===== src/rtl/sdac_pkg.sv =====
package sdac_pkg;

    localparam int ADDR_W = 2;
    localparam int TRIM_W = 4;

    localparam logic [ADDR_W-1:0] DST_TRIM = 2'b00;
    localparam logic [ADDR_W-1:0] DST_CH0  = 2'b01;
    localparam logic [ADDR_W-1:0] DST_CH1  = 2'b10;

    typedef struct packed {
        logic              user_sel;
        logic              incr;
        logic [TRIM_W-1:0] mag;
    } trim_t;

endpackage


===== src/rtl/sdac_sync.sv =====
module sdac_sync #(
    parameter int W      = 1,
    parameter int STAGES = 2
) (
    input  logic         clk,
    input  logic         rst_n,
    input  logic [W-1:0] d,
    output logic [W-1:0] q
);

    logic [STAGES-1:0][W-1:0] chain_d, chain_q;

    always_comb begin
        chain_d[0] = d;
        for (int s = 1; s < STAGES; s++) begin
            chain_d[s] = chain_q[s-1];
        end
    end

    always_ff @(posedge clk or negedge rst_n) begin
        if (!rst_n) chain_q <= '0;
        else        chain_q <= chain_d;
    end

    assign q = chain_q[STAGES-1];

endmodule


===== src/rtl/sdac_shifter.sv =====
module sdac_shifter #(
    parameter int WORD_W      = 10,
    parameter int IDLE_CYCLES = 64
) (
    input  logic              clk,
    input  logic              rst_n,
    input  logic              enable,
    input  logic              sclk_s,
    input  logic              sdat_s,
    output logic              word_valid,
    output logic [WORD_W-1:0] word,
    output logic              overrun
);

    localparam int CNT_W  = $clog2(WORD_W + 2);
    localparam int IDLE_W = $clog2(IDLE_CYCLES + 1);
    localparam logic [CNT_W-1:0]  FULL_CNT = CNT_W'(WORD_W);
    localparam logic [CNT_W-1:0]  OVR_CNT  = CNT_W'(WORD_W + 1);
    localparam logic [IDLE_W-1:0] IDLE_END = IDLE_W'(IDLE_CYCLES - 1);

    typedef struct packed {
        logic              sclk_prev;
        logic [WORD_W-1:0] shift;
        logic [CNT_W-1:0]  bits;
        logic [IDLE_W-1:0] idle;
        logic              valid;
        logic              ovr;
    } shf_t;

    shf_t st_d, st_q;
    logic rise;

    always_comb begin
        st_d           = st_q;
        st_d.valid     = 1'b0;
        st_d.ovr       = 1'b0;
        st_d.sclk_prev = sclk_s;
        rise           = sclk_s & ~st_q.sclk_prev;
        if (!enable) begin
            st_d.shift = '0;
            st_d.bits  = '0;
            st_d.idle  = '0;
        end else if (rise) begin
            st_d.shift = {st_q.shift[WORD_W-2:0], sdat_s};
            if (st_q.bits != OVR_CNT) st_d.bits = st_q.bits + 1'b1;
            st_d.idle  = '0;
        end else if (st_q.bits != '0) begin
            if (st_q.idle == IDLE_END) begin
                st_d.bits  = '0;
                st_d.idle  = '0;
                st_d.valid = (st_q.bits == FULL_CNT);
                st_d.ovr   = (st_q.bits == OVR_CNT);
            end else begin
                st_d.idle  = st_q.idle + 1'b1;
            end
        end
    end

    always_ff @(posedge clk or negedge rst_n) begin
        if (!rst_n) st_q <= '0;
        else        st_q <= st_d;
    end

    assign word_valid = st_q.valid;
    assign word       = st_q.shift;
    assign overrun    = st_q.ovr;


    word_ok_chk: assert property (@(posedge clk) disable iff (!rst_n)
        st_q.valid |-> ($past(st_q.bits) == FULL_CNT));


    ovr_excl_chk: assert property (@(posedge clk) disable iff (!rst_n)
        !(st_q.valid && st_q.ovr));

endmodule


===== src/rtl/sdac_regfile.sv =====
module sdac_regfile
    import sdac_pkg::*;
#(
    parameter int WORD_W = 10,
    parameter int CODE_W = 8
) (
    input  logic              clk,
    input  logic              rst_n,
    input  logic              pd_n,
    input  logic              word_valid,
    input  logic [WORD_W-1:0] word,
    input  logic              overrun,
    input  logic              stb_s,
    output logic [CODE_W-1:0] out0,
    output logic [CODE_W-1:0] out1,
    output trim_t             trim,
    output logic              err
);

    typedef struct packed {
        logic              stb_prev;
        logic [CODE_W-1:0] stage0;
        logic [CODE_W-1:0] stage1;
        logic [CODE_W-1:0] out0;
        logic [CODE_W-1:0] out1;
        trim_t             trim;
        logic              err;
    } reg_t;

    reg_t rf_d, rf_q;
    logic              stb_rise;
    logic [ADDR_W-1:0] addr;
    logic [CODE_W-1:0] payload;
    logic              unused_hi;

    assign addr      = word[WORD_W-1 -: ADDR_W];
    assign payload   = word[CODE_W-1:0];
    assign unused_hi = ^payload[CODE_W-1:TRIM_W+2];

    always_comb begin
        rf_d          = rf_q;
        rf_d.stb_prev = stb_s;
        stb_rise      = stb_s & ~rf_q.stb_prev;
        if (overrun) rf_d.err = 1'b1;
        if (!pd_n) begin
            rf_d.stage0 = '0;
            rf_d.stage1 = '0;
            rf_d.out0   = '0;
            rf_d.out1   = '0;
            rf_d.trim   = '0;
        end else begin
            if (word_valid) begin
                case (addr)
                    DST_TRIM: begin
                        rf_d.trim.user_sel = payload[TRIM_W+1];
                        rf_d.trim.incr     = payload[TRIM_W];
                        rf_d.trim.mag      = payload[TRIM_W-1:0];
                    end
                    DST_CH0: rf_d.stage0 = payload;
                    DST_CH1: rf_d.stage1 = payload;
                    default: ;
                endcase
            end
            if (stb_rise) begin
                rf_d.out0 = rf_q.stage0;
                rf_d.out1 = rf_q.stage1;
            end
        end
    end

    always_ff @(posedge clk or negedge rst_n) begin
        if (!rst_n) rf_q <= '0;
        else        rf_q <= rf_d;
    end

    assign out0 = rf_q.out0;
    assign out1 = rf_q.out1;
    assign trim = rf_q.trim;
    assign err  = rf_q.err;


    out_hold_chk: assert property (@(posedge clk) disable iff (!rst_n)
        (!$stable(rf_q.out0) || !$stable(rf_q.out1)) |-> ($past(stb_rise) || !$past(pd_n)));


    pd_clear_chk: assert property (@(posedge clk) disable iff (!rst_n)
        !pd_n |=> (rf_q.out0 == '0 && rf_q.out1 == '0 && rf_q.trim == '0));


    err_sticky_chk: assert property (@(posedge clk) disable iff (!rst_n)
        rf_q.err |=> rf_q.err);


    reserved_chk: assert property (@(posedge clk) disable iff (!rst_n)
        (pd_n && word_valid && addr == 2'b11) |=>
            ($stable(rf_q.stage0) && $stable(rf_q.stage1) && $stable(rf_q.trim)));


    trim_load_chk: assert property (@(posedge clk) disable iff (!rst_n)
        (pd_n && word_valid && addr == DST_TRIM) |=> (rf_q.trim.mag == $past(payload[TRIM_W-1:0])));

endmodule


===== src/rtl/sdac_ctrl_if.sv =====
module sdac_ctrl_if
    import sdac_pkg::*;
#(
    parameter int SYNC_STAGES = 2,
    parameter int WORD_W      = 10,
    parameter int CODE_W      = 8,
    parameter int IDLE_CYCLES = 64
) (
    input  logic              clk,
    input  logic              rst_n,
    input  logic              ser_clk,
    input  logic              ser_dat,
    input  logic              load_stb,
    input  logic              pwr_on_n,
    output logic [CODE_W-1:0] dac0_code,
    output logic [CODE_W-1:0] dac1_code,
    output logic              trim_user,
    output logic              trim_incr,
    output logic [TRIM_W-1:0] trim_mag,
    output logic              frame_err
);

    logic [2:0]        raw_in, sync_out;
    logic              word_valid, overrun;
    logic [WORD_W-1:0] word;
    trim_t             trim;

    assign raw_in = {ser_clk, ser_dat, load_stb};

    sdac_sync #(.W(3), .STAGES(SYNC_STAGES)) u_sync (
        .clk   (clk),
        .rst_n (rst_n),
        .d     (raw_in),
        .q     (sync_out)
    );

    sdac_shifter #(.WORD_W(WORD_W), .IDLE_CYCLES(IDLE_CYCLES)) u_shift (
        .clk        (clk),
        .rst_n      (rst_n),
        .enable     (pwr_on_n),
        .sclk_s     (sync_out[2]),
        .sdat_s     (sync_out[1]),
        .word_valid (word_valid),
        .word       (word),
        .overrun    (overrun)
    );

    sdac_regfile #(.WORD_W(WORD_W), .CODE_W(CODE_W)) u_regs (
        .clk        (clk),
        .rst_n      (rst_n),
        .pd_n       (pwr_on_n),
        .word_valid (word_valid),
        .word       (word),
        .overrun    (overrun),
        .stb_s      (sync_out[0]),
        .out0       (dac0_code),
        .out1       (dac1_code),
        .trim       (trim),
        .err        (frame_err)
    );

    assign trim_user = trim.user_sel;
    assign trim_incr = trim.incr;
    assign trim_mag  = trim.mag;


    rst_state_chk: assert property (@(posedge clk)
        $rose(rst_n) |-> (dac0_code == '0 && dac1_code == '0 && !frame_err && trim_mag == '0));

endmodule


===== config.mk =====
export PLATFORM = sky130hd
export DESIGN_NAME = sdac_ctrl_if
export DESIGN_NICKNAME = d
export VERILOG_FILES = /design/src/rtl/sdac_pkg.sv /design/src/rtl/sdac_sync.sv /design/src/rtl/sdac_shifter.sv /design/src/rtl/sdac_regfile.sv /design/src/rtl/sdac_ctrl_if.sv
export SDC_FILE = /design/constraint.sdc
export NUM_CORES = 1
export LEC_CHECK = 0
export BUFFER_PORTS_ARGS = -buffer_cell sky130_fd_sc_hd__buf_2
export CAP_MARGIN = 20
export CORE_AREA = 2 2 83 85
export CTS_CLUSTER_SIZE = 8
export DETAILED_ROUTE_END_ITERATION = 7
export DIE_AREA = 0 0 85 87
export PLACE_DENSITY = 0.67
export SYNTH_ARGS = -nofsm -noshare
export SYNTH_HDL_FRONTEND = slang
export SYNTH_SLANG_ARGS = --single-unit

===== constraint.sdc =====
create_clock -name clk -period 3.9 [get_ports clk]
set_input_delay 1.17 -clock clk [delete_from_list [all_inputs] [get_ports clk]]
set_output_delay 1.17 -clock clk [all_outputs]
set_load 0.02 [all_outputs]

### Word-level counts from Yosys, hierarchy flattened

Index checks and enable logic that the tools add are counted.

* register bits after elaboration: 70
* bits of input ports: 6
* output and inout bits: 23
* word-level logic and storage cells: 61

* $add $sub $neg: 2
* eq/ne operators: 15
* muxes and demuxes: 17
* bitwise operators: 4
* reduce and logical (&&, ||, !) cells: 6

Operators by type and width (count)
* $mux 38: 1
* $mux 16: 2
* $mux 21: 1
* $mux 8: 2
* $mux 13: 1
* $mux 6: 2
* $ne 2x1->1 const B: 6
* $mux 11: 1
* $mux 10: 1
* $eq 4x4->1 const B: 2
* $mux 4: 2
* $add 7x1->7 const B: 1
* $eq 7x6->1 const B: 1
* $mux 7: 1
* $mux 2: 3
* $ne 3x1->1 const B: 2
* $reduce_and 2->1: 3
* $add 4x1->4 const B: 1
* $ne 4x4->1 const B: 1
* $reduce_bool 4->1: 1
* $ne 3x3->1 const B: 1
* $reduce_and 3->1: 1
* $and 1x1->1: 2
* $eq 2x1->1 const B: 1
* 3 further kinds: 4

### Longest topological paths before layout

Gate-level depths: netlist (run 1).

* depth in word-level cells: 5
* mapped depth: 6
* depth with buffers taken out: 6

### Hierarchy

Synthesis (run 1) repeated with hierarchy kept, for this count alone.

* cell total of the unflattened synthesis: 319
* area total of the unflattened synthesis: 3200.6 µm²

By module, submodules not included
* sdac_regfile: instances 1, cells an instance 180, area an instance 1810.5 µm², seq. area each 1001.0 µm²
* sdac_shifter: instances 1, cells an instance 133, area an instance 1239.9 µm², seq. area each 600.6 µm²
* sdac_sync: instances 1, cells an instance 6, area an instance 150.1 µm², seq. area each 150.1 µm²

### Worst setup path after synthesis (run 1)

OpenSTA, ideal clock, no wires.

* path type: input-to-reg
* start: input port pwr_on_n
* end: register u_shift.st_q, in the netlist u_shift.word_valid
* library setup time: 96 ps
* data arrival time: 1922 ps
* required time: 3804 ps
* slack: 1882 ps
* stages on the path: 4
* path buffers: 2
* cell sequence: clkbuf_1 buf_2 nand2_1 nor4_2

RTL lines
* start, declared: line sdac_ctrl_if.sv:14 `input logic pwr_on_n,`
* end signal, assigned: line sdac_shifter.sv:61 `else st_q <= st_d;`
* end, declared: line sdac_shifter.sv:30 `shf_t st_d, st_q;`

### Worst setup path after layout (run 1)

* start: register u_regs.rf_q, in the netlist u_regs.trim[0]
* end: output port trim_mag[0]

RTL lines
* start, declared: line sdac_regfile.sv:30 `reg_t rf_d, rf_q;`
* start signal, assigned: line sdac_regfile.sv:73 `else rf_q <= rf_d;`
* end, declared: line sdac_ctrl_if.sv:19 `output logic [TRIM_W-1:0] trim_mag,`

No word-level cell between the ends.

==> flow_summary.html, run 1 <==
<table>
<tr><th>Metric</th><th>Value</th></tr>
<tr><th colspan="2">STA</th></tr>
<tr><td>Worst Max-Slew Pin Slew</td><td>1.08 ns</td></tr>
<tr><td>Final worst setup slack</td><td>approximately 1.8 ns</td></tr>
<tr><td>Max Transition Viols Final</td><td>0</td></tr>
<tr><td>Setup total negative slack</td><td>0 ns</td></tr>
<tr><td>Final critical delay including setup and external delays</td><td>about 2 ns</td></tr>
<tr><td>RSZ-0062 raised after global routing</td><td>false</td></tr>
<tr><td>Worst slew slack as a fraction of its limit</td><td>0.278</td></tr>
<tr><td>Worst hold margin</td><td>approximately 0.35 ns</td></tr>
<tr><td>Final hold violation count</td><td>0</td></tr>
<tr><td>Final count of negative-setup-slack endpoints</td><td>0</td></tr>
<tr><td>Post-route fraction of the period consumed by the critical path</td><td>0.528</td></tr>
<tr><td>Worst Skew</td><td>between 0.01 and 0.015 ns</td></tr>
<tr><td>Fmax</td><td>slightly below 500 MHz</td></tr>
<tr><th colspan="2">Die</th></tr>
<tr><td>Row count</td><td>30</td></tr>
<tr><td>Starting density of the core</td><td>0.478</td></tr>
<tr><td>DIE AREA</td><td>~7400 sq um</td></tr>
<tr><td># IOs</td><td>29</td></tr>
<tr><td>Area of the core</td><td>6570 sq um</td></tr>
<tr><td>Height of the die</td><td>roughly 87 um</td></tr>
<tr><td>Die boundary width</td><td>around 85 um</td></tr>
<tr><th colspan="2">Critical path</th></tr>
<tr><td>Critical path's largest stage delay</td><td>~0.39 ns</td></tr>
<tr><td>Critical path capture point type</td><td>output pin</td></tr>
<tr><td>Startpoint of the most critical setup path</td><td>u_regs.trim[0]$_DFFE_PN0P_</td></tr>
<tr><td>Worst Setup EP</td><td>trim_mag[0]</td></tr>
<tr><td>Highest fanout seen on the critical path</td><td>2</td></tr>
<tr><td>Crit path max-delay family</td><td>flip-flops</td></tr>
<tr><td>Required @ worst endpoint</td><td>roughly 2.7 ns</td></tr>
<tr><td>Startpoint of the lowest-slack register-to-register path</td><td>u_sync.q[2]$_DFF_PN0_</td></tr>
<tr><td>Worst flop-to-flop path endpoint</td><td>u_shift.st_q[9]$_DFFE_PN0P_</td></tr>
<tr><td>Startpoint-to-endpoint class of the critical path</td><td>register to output pin</td></tr>
<tr><td>Data arrival at the endpoint of the critical path</td><td>approximately 0.9 ns</td></tr>
<tr><td>Ordered cell list for the critical path</td><td>buf_2</td></tr>
<tr><td>Buf+Inv Stages, Crit Path</td><td>1</td></tr>
<tr><td>Reg-to-reg slack, setup</td><td>around 2.2 ns</td></tr>
<tr><td>Cell with the biggest individual delay on the critical path</td><td>sky130_fd_sc_hd__dfrtp_1</td></tr>
<tr><td>Worst reg-to-reg path cell count</td><td>4</td></tr>
<tr><td>Startpoint type of the worst setup path</td><td>register</td></tr>
<tr><td>Depth of the critical timing path with buffers and inverters included</td><td>1</td></tr>
<tr><th colspan="2">Routing</th></tr>
<tr><td>Drc violations</td><td>0</td></tr>
<tr><td>Routed vias</td><td>around 2,000</td></tr>
<tr><td>Total Wirelength</td><td>between 5000 and 6000 um</td></tr>
<tr><td>Post-route ant nets</td><td>0</td></tr>
<tr><td>Wire length per cell after detailed routing</td><td>around 14 um</td></tr>
<tr><td>DR WL met3</td><td>approximately 150 um</td></tr>
<tr><td>Met2 Routed Length</td><td>around 2500 um</td></tr>
<tr><td>Uppermost routed layer</td><td>met4</td></tr>
<tr><td>Mean number of vias per cell</td><td>5.12</td></tr>
<tr><td>Drt first pass iters</td><td>4</td></tr>
<tr><td>Drt first-iter violations</td><td>between 90 and 100</td></tr>
<tr><td>Wl on met1</td><td>between 2000 and 3000 um</td></tr>
<tr><th colspan="2">Status</th></tr>
<tr><td>Outcome</td><td>complete, no violations</td></tr>
<tr><th colspan="2">CTS</th></tr>
<tr><td>TritonCTS clock tree</td><td>yes</td></tr>
<tr><td>Post_cts resized</td><td>0</td></tr>
<tr><td>Max H-tree Level</td><td>3</td></tr>
<tr><td>Cts-stage hold buffer count</td><td>0</td></tr>
<tr><td>Clock buffers created by TritonCTS</td><td>9</td></tr>
<tr><td>Root buffer cell</td><td>sky130_fd_sc_hd__clkbuf_8</td></tr>
<tr><td>Postcts setup bufs</td><td>0</td></tr>
<tr><td>Maximum clock path buffer count</td><td>2</td></tr>
<tr><td>Clk_lat worst skew</td><td>0.34 ns</td></tr>
<tr><td>Clock net sink count</td><td>70</td></tr>
<tr><td>Clock edge transition at the registers on the reported setup and hold paths</td><td>~0.070 ns</td></tr>
<tr><th colspan="2">GRT</th></tr>
<tr><td>Maximum number of pins on one net before global-route repair</td><td>38</td></tr>
<tr><td>GR Util All Layers</td><td>0.163</td></tr>
<tr><td>Antenna violations before repair</td><td>0</td></tr>
<tr><td>Total congestion overflow</td><td>0</td></tr>
<tr><td>Global-route wire length before repair</td><td>9460 um</td></tr>
<tr><td>Vias in the first global route</td><td>approximately 1,900</td></tr>
<tr><th colspan="2">Logic synthesis</th></tr>
<tr><td>Fraction of synthesized area in multiplexers</td><td>0.0686</td></tr>
<tr><td>Count of unique library cells instantiated by Yosys</td><td>39</td></tr>
<tr><td>XOR/XNOR Fraction of Synth Area</td><td>0.00558</td></tr>
<tr><td>Warning count from the yosys run</td><td>0</td></tr>
<tr><td>Compound-Gate Fraction of Synth Area</td><td>0.0945</td></tr>
<tr><td>Post-synthesis net count</td><td>just over 300</td></tr>
<tr><td>Post-Synthesis Cell Area</td><td>3140 sq um</td></tr>
<tr><td>Share of synthesized cell area in full adder, half adder and majority cells</td><td>0.0159</td></tr>
<tr><td>Largest family of logic cells by synthesized area</td><td>simple AND/OR/NAND/NOR gates</td></tr>
<tr><td>Average instance area after synthesis</td><td>between 10 and 15 sq um</td></tr>
<tr><td>Number of instances in the synthesized netlist</td><td>292</td></tr>
<tr><td>Number of storage elements in the synthesis netlist</td><td>70</td></tr>
<tr><td>Simple-gate portion of the synthesized area</td><td>0.185</td></tr>
<tr><td>Sequential element share of the synthesized area</td><td>0.558</td></tr>
<tr><th colspan="2">Flow run</th></tr>
<tr><td>Maxcap violations</td><td>0</td></tr>
<tr><th colspan="2">Cells and area</th></tr>
<tr><td>Synth-to-layout area growth</td><td>9.80%</td></tr>
<tr><td>Register Area</td><td>about 1800 sq um</td></tr>
<tr><td>Multi-input gate area in the final layout</td><td>between 1000 and 1500 sq um</td></tr>
<tr><td>Most frequent cells in the layout</td><td>70 x sky130_fd_sc_hd__dfrtp_1, 62 x sky130_fd_sc_hd__nand2_1, 28 x sky130_fd_sc_hd__buf_2</td></tr>
<tr><td>Diodes inserted</td><td>0</td></tr>
<tr><td>Net count, final</td><td>between 300 and 400</td></tr>
<tr><td>Fillers</td><td>about 590</td></tr>
<tr><td>Share of final-layout standard cells stronger than drive strength 1</td><td>0.211</td></tr>
<tr><td>Most common cell after layout, fill and taps aside</td><td>sky130_fd_sc_hd__dfrtp_1</td></tr>
<tr><th colspan="2">Hold path</th></tr>
<tr><td>Hold Crit Class</td><td>register to register</td></tr>
<tr><th colspan="2">Placement</th></tr>
<tr><td>Routability cong.</td><td>0.784</td></tr>
<tr><td>Post-DP HPWL</td><td>~3700 um</td></tr>
<tr><td>Count of input and output buffers</td><td>28</td></tr>
<tr><td>Worst Setup Slack post-DPL</td><td>between 1.5 and 2 ns</td></tr>
<tr><th colspan="2">Pwr</th></tr>
<tr><td>Maximum ir drop on the vdd rail</td><td>approximately 0.00025 V</td></tr>
<tr><td>Power density cells</td><td>between 400 and 500 nW/um^2</td></tr>
<tr><td>Static Leakage</td><td>1.65 nW</td></tr>
</table>
worst min-delay path by stage:
stage	startpoint	to	slack (ns)	cells after the start
2_1_floorplan	u_sync.chain_d[3]$_DFF_PN0_	u_sync.q[0]$_DFF_PN0_	0.33	0
3_3_place_gp	u_sync.chain_d[4]$_DFF_PN0_	u_sync.q[1]$_DFF_PN0_	0.33	0
3_5_place_dp	u_sync.chain_d[3]$_DFF_PN0_	u_sync.q[0]$_DFF_PN0_	0.33	0
4_1_cts	u_sync.chain_d[5]$_DFF_PN0_	u_sync.q[2]$_DFF_PN0_	0.35	0
5_1_grt	u_sync.chain_d[5]$_DFF_PN0_	u_sync.q[2]$_DFF_PN0_	0.36	0
6_report	u_sync.chain_d[5]$_DFF_PN0_	u_sync.q[2]$_DFF_PN0_	0.35	0
report_power, final:
group          leakage, nW  switching [mW]  internal [mW]  total [mW]
registers            0.958         0.00636          0.734       0.740
clock network        0.130           0.269          0.490       0.759
logic                0.561          0.0463         0.0203      0.0665
sequential cells by signal, summed over array words and instances (netlist names):
name and flops:
u_sync.q 3, u_regs.out1 8, u_regs.rf_q 17, u_sync.chain_d 3, u_shift.overrun 1, u_regs.trim 6, u_regs.err 1, u_shift.word_valid 1
u_regs.out0 8, u_shift.st_q 12, u_shift.word 10
cells in the mapped netlist, drive strengths merged:
| cell | n | share of area |
|---|---|---|
| a21boi | 28 | 0.067 |
| clkbuf | 12 | 0.014 |
| mux2i | 8 | 0.026 |
| nor3b | 2 | 0.0084 |
| or4b | 1 | 0.0032 |
| nor2 | 8 | 0.0096 |
| ha | 4 | 0.016 |
| inv | 3 | 0.0036 |
| nand2b | 3 | 0.0060 |
| o21ai | 3 | 0.0060 |
| o31a | 1 | 0.0028 |
| nand4 | 2 | 0.0040 |
| o211ai | 1 | 0.0024 |
| a31oi | 1 | 0.0020 |
| nand2 | 62 | 0.074 |
| nand3b | 3 | 0.0072 |
| a21oi | 5 | 0.0080 |
| o22ai | 2 | 0.0040 |
| xor2 | 2 | 0.0056 |
| buf | 23 | 0.055 |
| nor4 | 2 | 0.0060 |
| nand3 | 10 | 0.018 |
| or3 | 1 | 0.0020 |
| or3b | 1 | 0.0028 |
| a211oi | 1 | 0.0024 |
| or2 | 1 | 0.0020 |
| and2 | 7 | 0.014 |
| mux2 | 12 | 0.043 |
| nor3 | 3 | 0.0084 |
| dfrtp | 70 | 0.56 |
| nor2b | 10 | 0.020 |
logic make-up (layout without fill, tap and decap cells):
logic type	count (synthesis)	in the layout
AO/OA/AOI/OAI	42	42
XOR/XNOR	2	2
adder cells (fa/ha/maj)	4	4
buffers and inverters	38	50
flip-flops	70	70
multiplexers	20	20
AND/OR/NAND/NOR	116	116
metal layers:
metal | track usage | vias to the layer above
met5 | 0 | -
met4 | 0.0649 | 0
met3 | 0.0398 | 4
met2 | 0.244 | 23
met1 | 0.230 | 966
li1 | - | 974
final cells by class:
| type | instances | share of cell area |
|---|---|---|
| Timing Repair Buffer | 31 | 0.0472 |
| Clock inverter | 6 | 0.0388 |
| Tap cell | 80 | 0.0290 |
| Multi-Input combinational cell | 184 | 0.336 |
| Sequential cell | 70 | 0.508 |
| Inverter | 3 | 0.00327 |
| Clock buffer | 10 | 0.0370 |
per-stage QoR:
step | utilization | cell area [sq um] | power [mW] | cells
after floorplan | - | 3140 | 0.794 | 292
final | 0.525 | 3450 | 1.57 | 384
after global placement | 0.485 | 3190 | 0.821 | 368
after global routing | 0.525 | 3450 | 1.62 | 384
after CTS | 0.525 | 3450 | 1.58 | 384
after detailed placement | 0.485 | 3190 | 0.822 | 368
(Power assumes the default switching activity.)
==> run 2: changes to the inputs <==
- clock period: 3.9 -> 2.06 ns (I/O delays scaled with it)
==> flow_summary.html, run 2 (synthesized netlist as in run 1, its figures left out) <==
<table>
<tr><th>Metric</th><th>Value</th></tr>
<tr><th colspan="2">Cells and area</th></tr>
<tr><td>Max FFs per register</td><td>17</td></tr>
<tr><td>Most frequent cells in the layout</td><td>70 x sky130_fd_sc_hd__dfrtp_1, 62 x sky130_fd_sc_hd__nand2_1, 28 x sky130_fd_sc_hd__buf_2</td></tr>
<tr><td>Register bank with the most flops</td><td>u_regs.rf_q</td></tr>
<tr><td>Net count, final</td><td>between 300 and 400</td></tr>
<tr><td>Most common cell after layout, fill and taps aside</td><td>sky130_fd_sc_hd__dfrtp_1</td></tr>
<tr><td>Share of final-layout standard cells stronger than drive strength 1</td><td>0.219</td></tr>
<tr><td>Fillers</td><td>599</td></tr>
<tr><td>Diodes inserted</td><td>0</td></tr>
<tr><td>Synth-to-layout area growth</td><td>8.25%</td></tr>
<tr><th colspan="2">CTS</th></tr>
<tr><td>Max H-tree Level</td><td>3</td></tr>
<tr><td>Postcts setup bufs</td><td>0</td></tr>
<tr><td>Cts-stage hold buffer count</td><td>0</td></tr>
<tr><td>Post_cts resized</td><td>0</td></tr>
<tr><td>Clock net sink count</td><td>70</td></tr>
<tr><td>Maximum clock path buffer count</td><td>2</td></tr>
<tr><td>Clk_lat worst skew</td><td>around 0.33 ns</td></tr>
<tr><td>Clock buffers created by TritonCTS</td><td>9</td></tr>
<tr><td>TritonCTS clock tree</td><td>yes</td></tr>
<tr><td>Root buffer cell</td><td>sky130_fd_sc_hd__clkbuf_8</td></tr>
<tr><td>Clock edge transition at the registers on the reported setup and hold paths</td><td>0.07 ns</td></tr>
<tr><th colspan="2">GRT</th></tr>
<tr><td>GR Util All Layers</td><td>0.155</td></tr>
<tr><td>Total congestion overflow</td><td>0</td></tr>
<tr><td>Vias in the first global route</td><td>1,829</td></tr>
<tr><td>Antenna violations before repair</td><td>0</td></tr>
<tr><td>Global-route wire length before repair</td><td>around 9000 um</td></tr>
<tr><td>Maximum number of pins on one net before global-route repair</td><td>71</td></tr>
<tr><th colspan="2">Routing</th></tr>
<tr><td>Routed vias</td><td>between 1,500 and 2,000</td></tr>
<tr><td>Post-route ant nets</td><td>0</td></tr>
<tr><td>Drc violations</td><td>0</td></tr>
<tr><td>Wire length per cell after detailed routing</td><td>between 10 and 15 um</td></tr>
<tr><td>Mean number of vias per cell</td><td>5.03</td></tr>
<tr><td>Drt first-iter violations</td><td>~190</td></tr>
<tr><td>Drt first pass iters</td><td>4</td></tr>
<tr><td>Total Wirelength</td><td>5210 um</td></tr>
<tr><th colspan="2">Pwr</th></tr>
<tr><td>Maximum ir drop on the vdd rail</td><td>around 0.00047 V</td></tr>
<tr><td>Static Leakage</td><td>1.62 nW</td></tr>
<tr><td>Total Power Consumption</td><td>2.54 mW</td></tr>
<tr><td>Power density cells</td><td>approximately 750 nW/um^2</td></tr>
<tr><th colspan="2">STA</th></tr>
<tr><td>Max Transition Viols Final</td><td>0</td></tr>
<tr><td>RSZ-0062 raised after global routing</td><td>false</td></tr>
<tr><td>Fmax</td><td>around 610 MHz</td></tr>
<tr><td>Worst Skew</td><td>just over 0.009 ns</td></tr>
<tr><td>Worst Max-Slew Pin Slew</td><td>0.598 ns</td></tr>
<tr><td>Worst slew slack as a fraction of its limit</td><td>0.601</td></tr>
<tr><td>Setup total negative slack</td><td>0 ns</td></tr>
<tr><td>Post-route fraction of the period consumed by the critical path</td><td>0.793</td></tr>
<tr><td>Final critical delay including setup and external delays</td><td>~1.6 ns</td></tr>
<tr><td>Final hold violation count</td><td>0</td></tr>
<tr><td>Worst hold margin</td><td>0.302 ns</td></tr>
<tr><td>Final count of negative-setup-slack endpoints</td><td>0</td></tr>
<tr><th colspan="2">Critical path</th></tr>
<tr><td>Ordered cell list for the critical path</td><td>ha_1 &gt; nand2_1 &gt; or3_1 &gt; nor3_4 &gt; o22ai_1</td></tr>
<tr><td>Reg-to-reg slack, setup</td><td>roughly 0.43 ns</td></tr>
<tr><td>Highest fanout seen on the critical path</td><td>7</td></tr>
<tr><td>Startpoint type of the worst setup path</td><td>register</td></tr>
<tr><td>Crit path max-delay family</td><td>simple AND/OR/NAND/NOR gates</td></tr>
<tr><td>Required @ worst endpoint</td><td>about 2.3 ns</td></tr>
<tr><td>Critical path capture point type</td><td>register</td></tr>
<tr><td>Cell with the biggest individual delay on the critical path</td><td>sky130_fd_sc_hd__or3_1</td></tr>
<tr><td>Buf+Inv Stages, Crit Path</td><td>0</td></tr>
<tr><td>Startpoint-to-endpoint class of the critical path</td><td>register to register</td></tr>
<tr><td>Critical path's largest stage delay</td><td>between 0.4 and 0.5 ns</td></tr>
<tr><td>Data arrival at the endpoint of the critical path</td><td>1.85 ns</td></tr>
<tr><th colspan="2">Die</th></tr>
<tr><td>DIE AREA</td><td>between 7000 and 8000 sq um</td></tr>
<tr><td>Die boundary width</td><td>around 85 um</td></tr>
<tr><td>Area of the core</td><td>between 6000 and 7000 sq um</td></tr>
<tr><td># IOs</td><td>29</td></tr>
<tr><td>Height of the die</td><td>87 um</td></tr>
<tr><td>Starting density of the core</td><td>0.478</td></tr>
<tr><td>Row count</td><td>30</td></tr>
<tr><th colspan="2">Hold path</th></tr>
<tr><td>Hold Crit Class</td><td>input pin to asynchronous set/reset pin</td></tr>
<tr><th colspan="2">Placement</th></tr>
<tr><td>Count of input and output buffers</td><td>28</td></tr>
<tr><td>Routability cong.</td><td>0.783</td></tr>
<tr><td>Post-DP HPWL</td><td>3530 um</td></tr>
<tr><th colspan="2">Status</th></tr>
<tr><td>Outcome</td><td>complete, no violations</td></tr>
<tr><th colspan="2">Flow run</th></tr>
<tr><td>Maxcap violations</td><td>0</td></tr>
</table>
==> run 2: cell count changes in the layout (fill, tap and decap cells not counted), sizes merged <==
| cell | delta |
|---|---|
| buf | +2 |
| clkinv | +1 |
| clkbuf | +1 |
| clkinvlp | +2 |
| bufinv | -4 |
==> run 2: final cells by class <==
class | count | area [sq um] | area share
clock buffer | 11 | 151 | 0.0446
timing repair buffer | 33 | 190 | 0.0560
inverter | 3 | 11.3 | 0.00331
multi-input combinational | 184 | 1160 | 0.341
tap | 80 | 100 | 0.0295
sequential | 70 | 1750 | 0.515
clock inverter | 5 | 33.8 | 0.00994
==> run 2: path summary, 6_finish.rpt <==
check | startpoint | endpoint | depth (start not counted)
setup / recovery | u_shift.st_q[2]$_DFFE_PN0P_ | u_shift.st_q[10]$_DFFE_PN0P_ | 5
hold / removal | rst_n | u_shift.st_q[9]$_DFFE_PN0P_ | 2
setup reg to reg | u_shift.st_q[2]$_DFFE_PN0P_ | u_shift.st_q[10]$_DFFE_PN0P_ | 5
hold reg to reg | u_sync.chain_d[5]$_DFF_PN0_ | u_sync.q[2]$_DFF_PN0_ | 0
max in group asynchronous | rst_n | u_regs.out1[0]$_DFFE_PN0P_ | 2
min in group clk | u_sync.chain_d[5]$_DFF_PN0_ | u_sync.q[2]$_DFF_PN0_ | 0
==> run 2: where the power goes <==
group | total (mW) | internal, mW | switching, mW
clock | 1.01 | 0.500 | 0.508
combinational | 0.129 | 0.0435 | 0.0854
sequential | 1.40 | 1.39 | 0.0114
total | 2.54 | 1.93 | 0.605
==> run 2: per-stage QoR <==
step / cell area [sq um] / util / setup slack [ns] / std cells
after floorplan: 3140 / - / 0.594 / 292
after global routing: 3400 / 0.517 / 0.353 / 386
after global placement: 3210 / 0.489 / 0.371 / 370
after detailed placement: 3210 / 0.489 / 0.338 / 370
final: 3400 / 0.517 / 0.426 / 386
after CTS: 3400 / 0.517 / 0.419 / 386
==> run 2: per-layer routing <==
layer / track usage / wire length, um
met1: 0.224 / 2660
met2: 0.222 / 2290
met3: 0.0294 / 159
met4: 0.0823 / 99
met5: 0 / 0
==> run 3: changes to the inputs <==
- PLACE_DENSITY: 0.67 -> 0.7
- clock period: 2.06 -> 1.5 ns (I/O delays scaled with it)
==> flow_summary.html, run 3 (synthesized netlist as in run 1, its figures left out) <==
<table>
<tr><th>Metric</th><th>Value</th></tr>
<tr><th colspan="2">STA</th></tr>
<tr><td>Final count of negative-setup-slack endpoints</td><td>0</td></tr>
<tr><td>RSZ-0062 raised after global routing</td><td>true</td></tr>
<tr><td>Final critical delay including setup and external delays</td><td>~1.4 ns</td></tr>
<tr><td>Fmax</td><td>around 700 MHz</td></tr>
<tr><td>Final worst setup slack</td><td>0.0721 ns</td></tr>
<tr><td>Setup total negative slack</td><td>0 ns</td></tr>
<tr><td>Worst Skew</td><td>0.00757 ns</td></tr>
<tr><td>Worst Max-Slew Pin Slew</td><td>around 0.38 ns</td></tr>
<tr><td>Max Transition Viols Final</td><td>0</td></tr>
<tr><td>Worst slew slack as a fraction of its limit</td><td>0.744</td></tr>
<tr><td>Final hold violation count</td><td>0</td></tr>
<tr><td>Post-route fraction of the period consumed by the critical path</td><td>0.952</td></tr>
<tr><td>Worst hold margin</td><td>a little over 0.09 ns</td></tr>
<tr><th colspan="2">Critical path</th></tr>
<tr><td>Ordered cell list for the critical path</td><td>inv_2 &gt; ha_4 &gt; or3b_4 &gt; nand4_1 &gt; xor2_1 &gt; nor2_1</td></tr>
<tr><td>Required @ worst endpoint</td><td>approximately 1.7 ns</td></tr>
<tr><td>Crit path max-delay family</td><td>simple AND/OR/NAND/NOR gates</td></tr>
<tr><td>Reg-to-reg slack, setup</td><td>around 0.07 ns</td></tr>
<tr><td>Depth of the critical timing path with buffers and inverters included</td><td>6</td></tr>
<tr><td>Startpoint-to-endpoint class of the critical path</td><td>register to register</td></tr>
<tr><td>Highest fanout seen on the critical path</td><td>3</td></tr>
<tr><td>Worst reg-to-reg path cell count</td><td>6</td></tr>
<tr><td>Data arrival at the endpoint of the critical path</td><td>approximately 1.7 ns</td></tr>
<tr><td>Startpoint of the most critical setup path</td><td>u_shift.st_q[9]$_DFFE_PN0P_</td></tr>
<tr><td>Worst Setup EP</td><td>u_shift.st_q[6]$_DFFE_PN0P_</td></tr>
<tr><td>Critical path's largest stage delay</td><td>~0.4 ns</td></tr>
<tr><td>Worst flop-to-flop path endpoint</td><td>u_shift.st_q[6]$_DFFE_PN0P_</td></tr>
<tr><td>Buf+Inv Stages, Crit Path</td><td>1</td></tr>
<tr><td>Startpoint of the lowest-slack register-to-register path</td><td>u_shift.st_q[9]$_DFFE_PN0P_</td></tr>
<tr><td>Startpoint type of the worst setup path</td><td>register</td></tr>
<tr><td>Cell with the biggest individual delay on the critical path</td><td>sky130_fd_sc_hd__dfrtp_1</td></tr>
<tr><td>Critical path capture point type</td><td>register</td></tr>
<tr><th colspan="2">CTS</th></tr>
<tr><td>Root buffer cell</td><td>sky130_fd_sc_hd__clkbuf_8</td></tr>
<tr><td>Clock edge transition at the registers on the reported setup and hold paths</td><td>roughly 0.07 ns</td></tr>
<tr><td>Clk_lat worst skew</td><td>0.35 ns</td></tr>
<tr><td>Clock net sink count</td><td>70</td></tr>
<tr><td>TritonCTS clock tree</td><td>yes</td></tr>
<tr><td>Maximum clock path buffer count</td><td>2</td></tr>
<tr><td>Clock buffers created by TritonCTS</td><td>9</td></tr>
<tr><td>Cts-stage hold buffer count</td><td>0</td></tr>
<tr><td>Max H-tree Level</td><td>3</td></tr>
<tr><th colspan="2">Cells and area</th></tr>
<tr><td>Multi-input gate area in the final layout</td><td>approximately 1200 sq um</td></tr>
<tr><td>Fillers</td><td>between 500 and 600</td></tr>
<tr><td>Net count, final</td><td>329</td></tr>
<tr><td>Max FFs per register</td><td>17</td></tr>
<tr><td>Register Area</td><td>between 1500 and 2000 sq um</td></tr>
<tr><td>Synth-to-layout area growth</td><td>14.7%</td></tr>
<tr><td>Most common cell after layout, fill and taps aside</td><td>sky130_fd_sc_hd__dfrtp_1</td></tr>
<tr><td>Register bank with the most flops</td><td>u_regs.rf_q</td></tr>
<tr><td>Most frequent cells in the layout</td><td>70 x sky130_fd_sc_hd__dfrtp_1, 62 x sky130_fd_sc_hd__nand2_1, 28 x sky130_fd_sc_hd__buf_2</td></tr>
<tr><td>Diodes inserted</td><td>0</td></tr>
<tr><td>Share of final-layout standard cells stronger than drive strength 1</td><td>0.275</td></tr>
<tr><th colspan="2">Die</th></tr>
<tr><td># IOs</td><td>29</td></tr>
<tr><td>Row count</td><td>30</td></tr>
<tr><td>Starting density of the core</td><td>0.478</td></tr>
<tr><td>DIE AREA</td><td>between 7000 and 8000 sq um</td></tr>
<tr><td>Height of the die</td><td>about 87 um</td></tr>
<tr><td>Die boundary width</td><td>85 um</td></tr>
<tr><td>Area of the core</td><td>around 6600 sq um</td></tr>
<tr><th colspan="2">GRT</th></tr>
<tr><td>Antenna violations before repair</td><td>0</td></tr>
<tr><td>GR Util All Layers</td><td>0.163</td></tr>
<tr><td>Global-route wire length before repair</td><td>about 9300 um</td></tr>
<tr><td>Vias in the first global route</td><td>1,972</td></tr>
<tr><td>Total congestion overflow</td><td>0</td></tr>
<tr><td>Maximum number of pins on one net before global-route repair</td><td>71</td></tr>
<tr><th colspan="2">Pwr</th></tr>
<tr><td>Total Power Consumption</td><td>between 3 and 4 mW</td></tr>
<tr><td>Power density cells</td><td>1050 nW/um^2</td></tr>
<tr><td>Static Leakage</td><td>roughly 1.7 nW</td></tr>
<tr><td>Maximum ir drop on the vdd rail</td><td>~0.00063 V</td></tr>
<tr><th colspan="2">Status</th></tr>
<tr><td>Outcome</td><td>complete, no violations</td></tr>
<tr><th colspan="2">Routing</th></tr>
<tr><td>Routed vias</td><td>just over 2,000</td></tr>
<tr><td>Total Wirelength</td><td>about 5600 um</td></tr>
<tr><td>Post-route ant nets</td><td>0</td></tr>
<tr><td>Wire length per cell after detailed routing</td><td>13.8 um</td></tr>
<tr><td>Drt first-iter violations</td><td>between 90 and 100</td></tr>
<tr><td>Drt first pass iters</td><td>4</td></tr>
<tr><td>Drc violations</td><td>0</td></tr>
<tr><td>Mean number of vias per cell</td><td>5.08</td></tr>
<tr><th colspan="2">Placement</th></tr>
<tr><td>Routability cong.</td><td>~0.80</td></tr>
<tr><td>Worst Setup Slack post-DPL</td><td>-0.0203 ns</td></tr>
<tr><td>Post-DP HPWL</td><td>~3700 um</td></tr>
<tr><td>Count of input and output buffers</td><td>28</td></tr>
<tr><th colspan="2">Flow run</th></tr>
<tr><td>Maxcap violations</td><td>0</td></tr>
<tr><th colspan="2">Hold path</th></tr>
<tr><td>Hold Crit Class</td><td>input pin to asynchronous set/reset pin</td></tr>
</table>
## run 3: how the worst min path moves through the flow
stage | slack, ns | depth (start not counted) | end | from
after floorplan | 0.15 | 0 | u_regs.err$_DFFE_PN0P_ | rst_n
after global routing | 0.14 | 2 | u_shift.st_q[3]$_DFFE_PN0P_ | rst_n
final | 0.09 | 2 | u_shift.st_q[10]$_DFFE_PN0P_ | rst_n
after global placement | 0.33 | 0 | u_sync.q[1]$_DFF_PN0_ | u_sync.chain_d[4]$_DFF_PN0_
after detailed placement | 0.34 | 0 | u_sync.q[0]$_DFF_PN0_ | u_sync.chain_d[3]$_DFF_PN0_
after CTS | 0.12 | 2 | u_shift.st_q[10]$_DFFE_PN0P_ | rst_n
## run 3: area by class of cell
type / instances / area share
inverter: 3 / 0.00313
clock buffer: 10 / 0.0354
timing repair buffer: 51 / 0.0938
tap: 80 / 0.0278
sequential: 70 / 0.486
clock inverter: 6 / 0.0240
multi-input combinational: 184 / 0.329
## run 3: report_power, final
group / internal, mW / switching (mW)
logic: 0.0915 / 0.135
clock network: 0.933 / 0.709
registers: 1.91 / 0.0119
## run 3: worst register-to-register path, cell delays in order (launching register included)
cell and delay [ns]:
sky130_fd_sc_hd__dfrtp_1 0.39, sky130_fd_sc_hd__inv_2 0.09, sky130_fd_sc_hd__ha_4 0.13, sky130_fd_sc_hd__or3b_4 0.39
sky130_fd_sc_hd__nand4_1 0.11, sky130_fd_sc_hd__xor2_1 0.15, sky130_fd_sc_hd__nor2_1 0.05
## run 3: stage by stage
step,instances,util,cell area [sq um]
after global placement,387,0.510,3350
after detailed placement,387,0.510,3350
after global routing,404,0.548,3600
after CTS,403,0.544,3570
final,404,0.548,3600
after floorplan,292,-,3140
## run 3: what timing repair did
| item | in CTS | in global routing |
|---|---|---|
| cloned | 0 | 0 |
| setup endpoints to repair | 3 | 4 |
| pin swaps | 0 | 1 |
| setup buffers | 0 | 1 |
| resized for setup | 1 | 5 |
## run 3: metal layers
metal  wire [um]  up-vias  track usage
li1            -     1005            -
met1        2690      994        0.223
met2        2550       41        0.240
met3         247       11       0.0474
met4         104        0       0.0750
met5           0        -            0
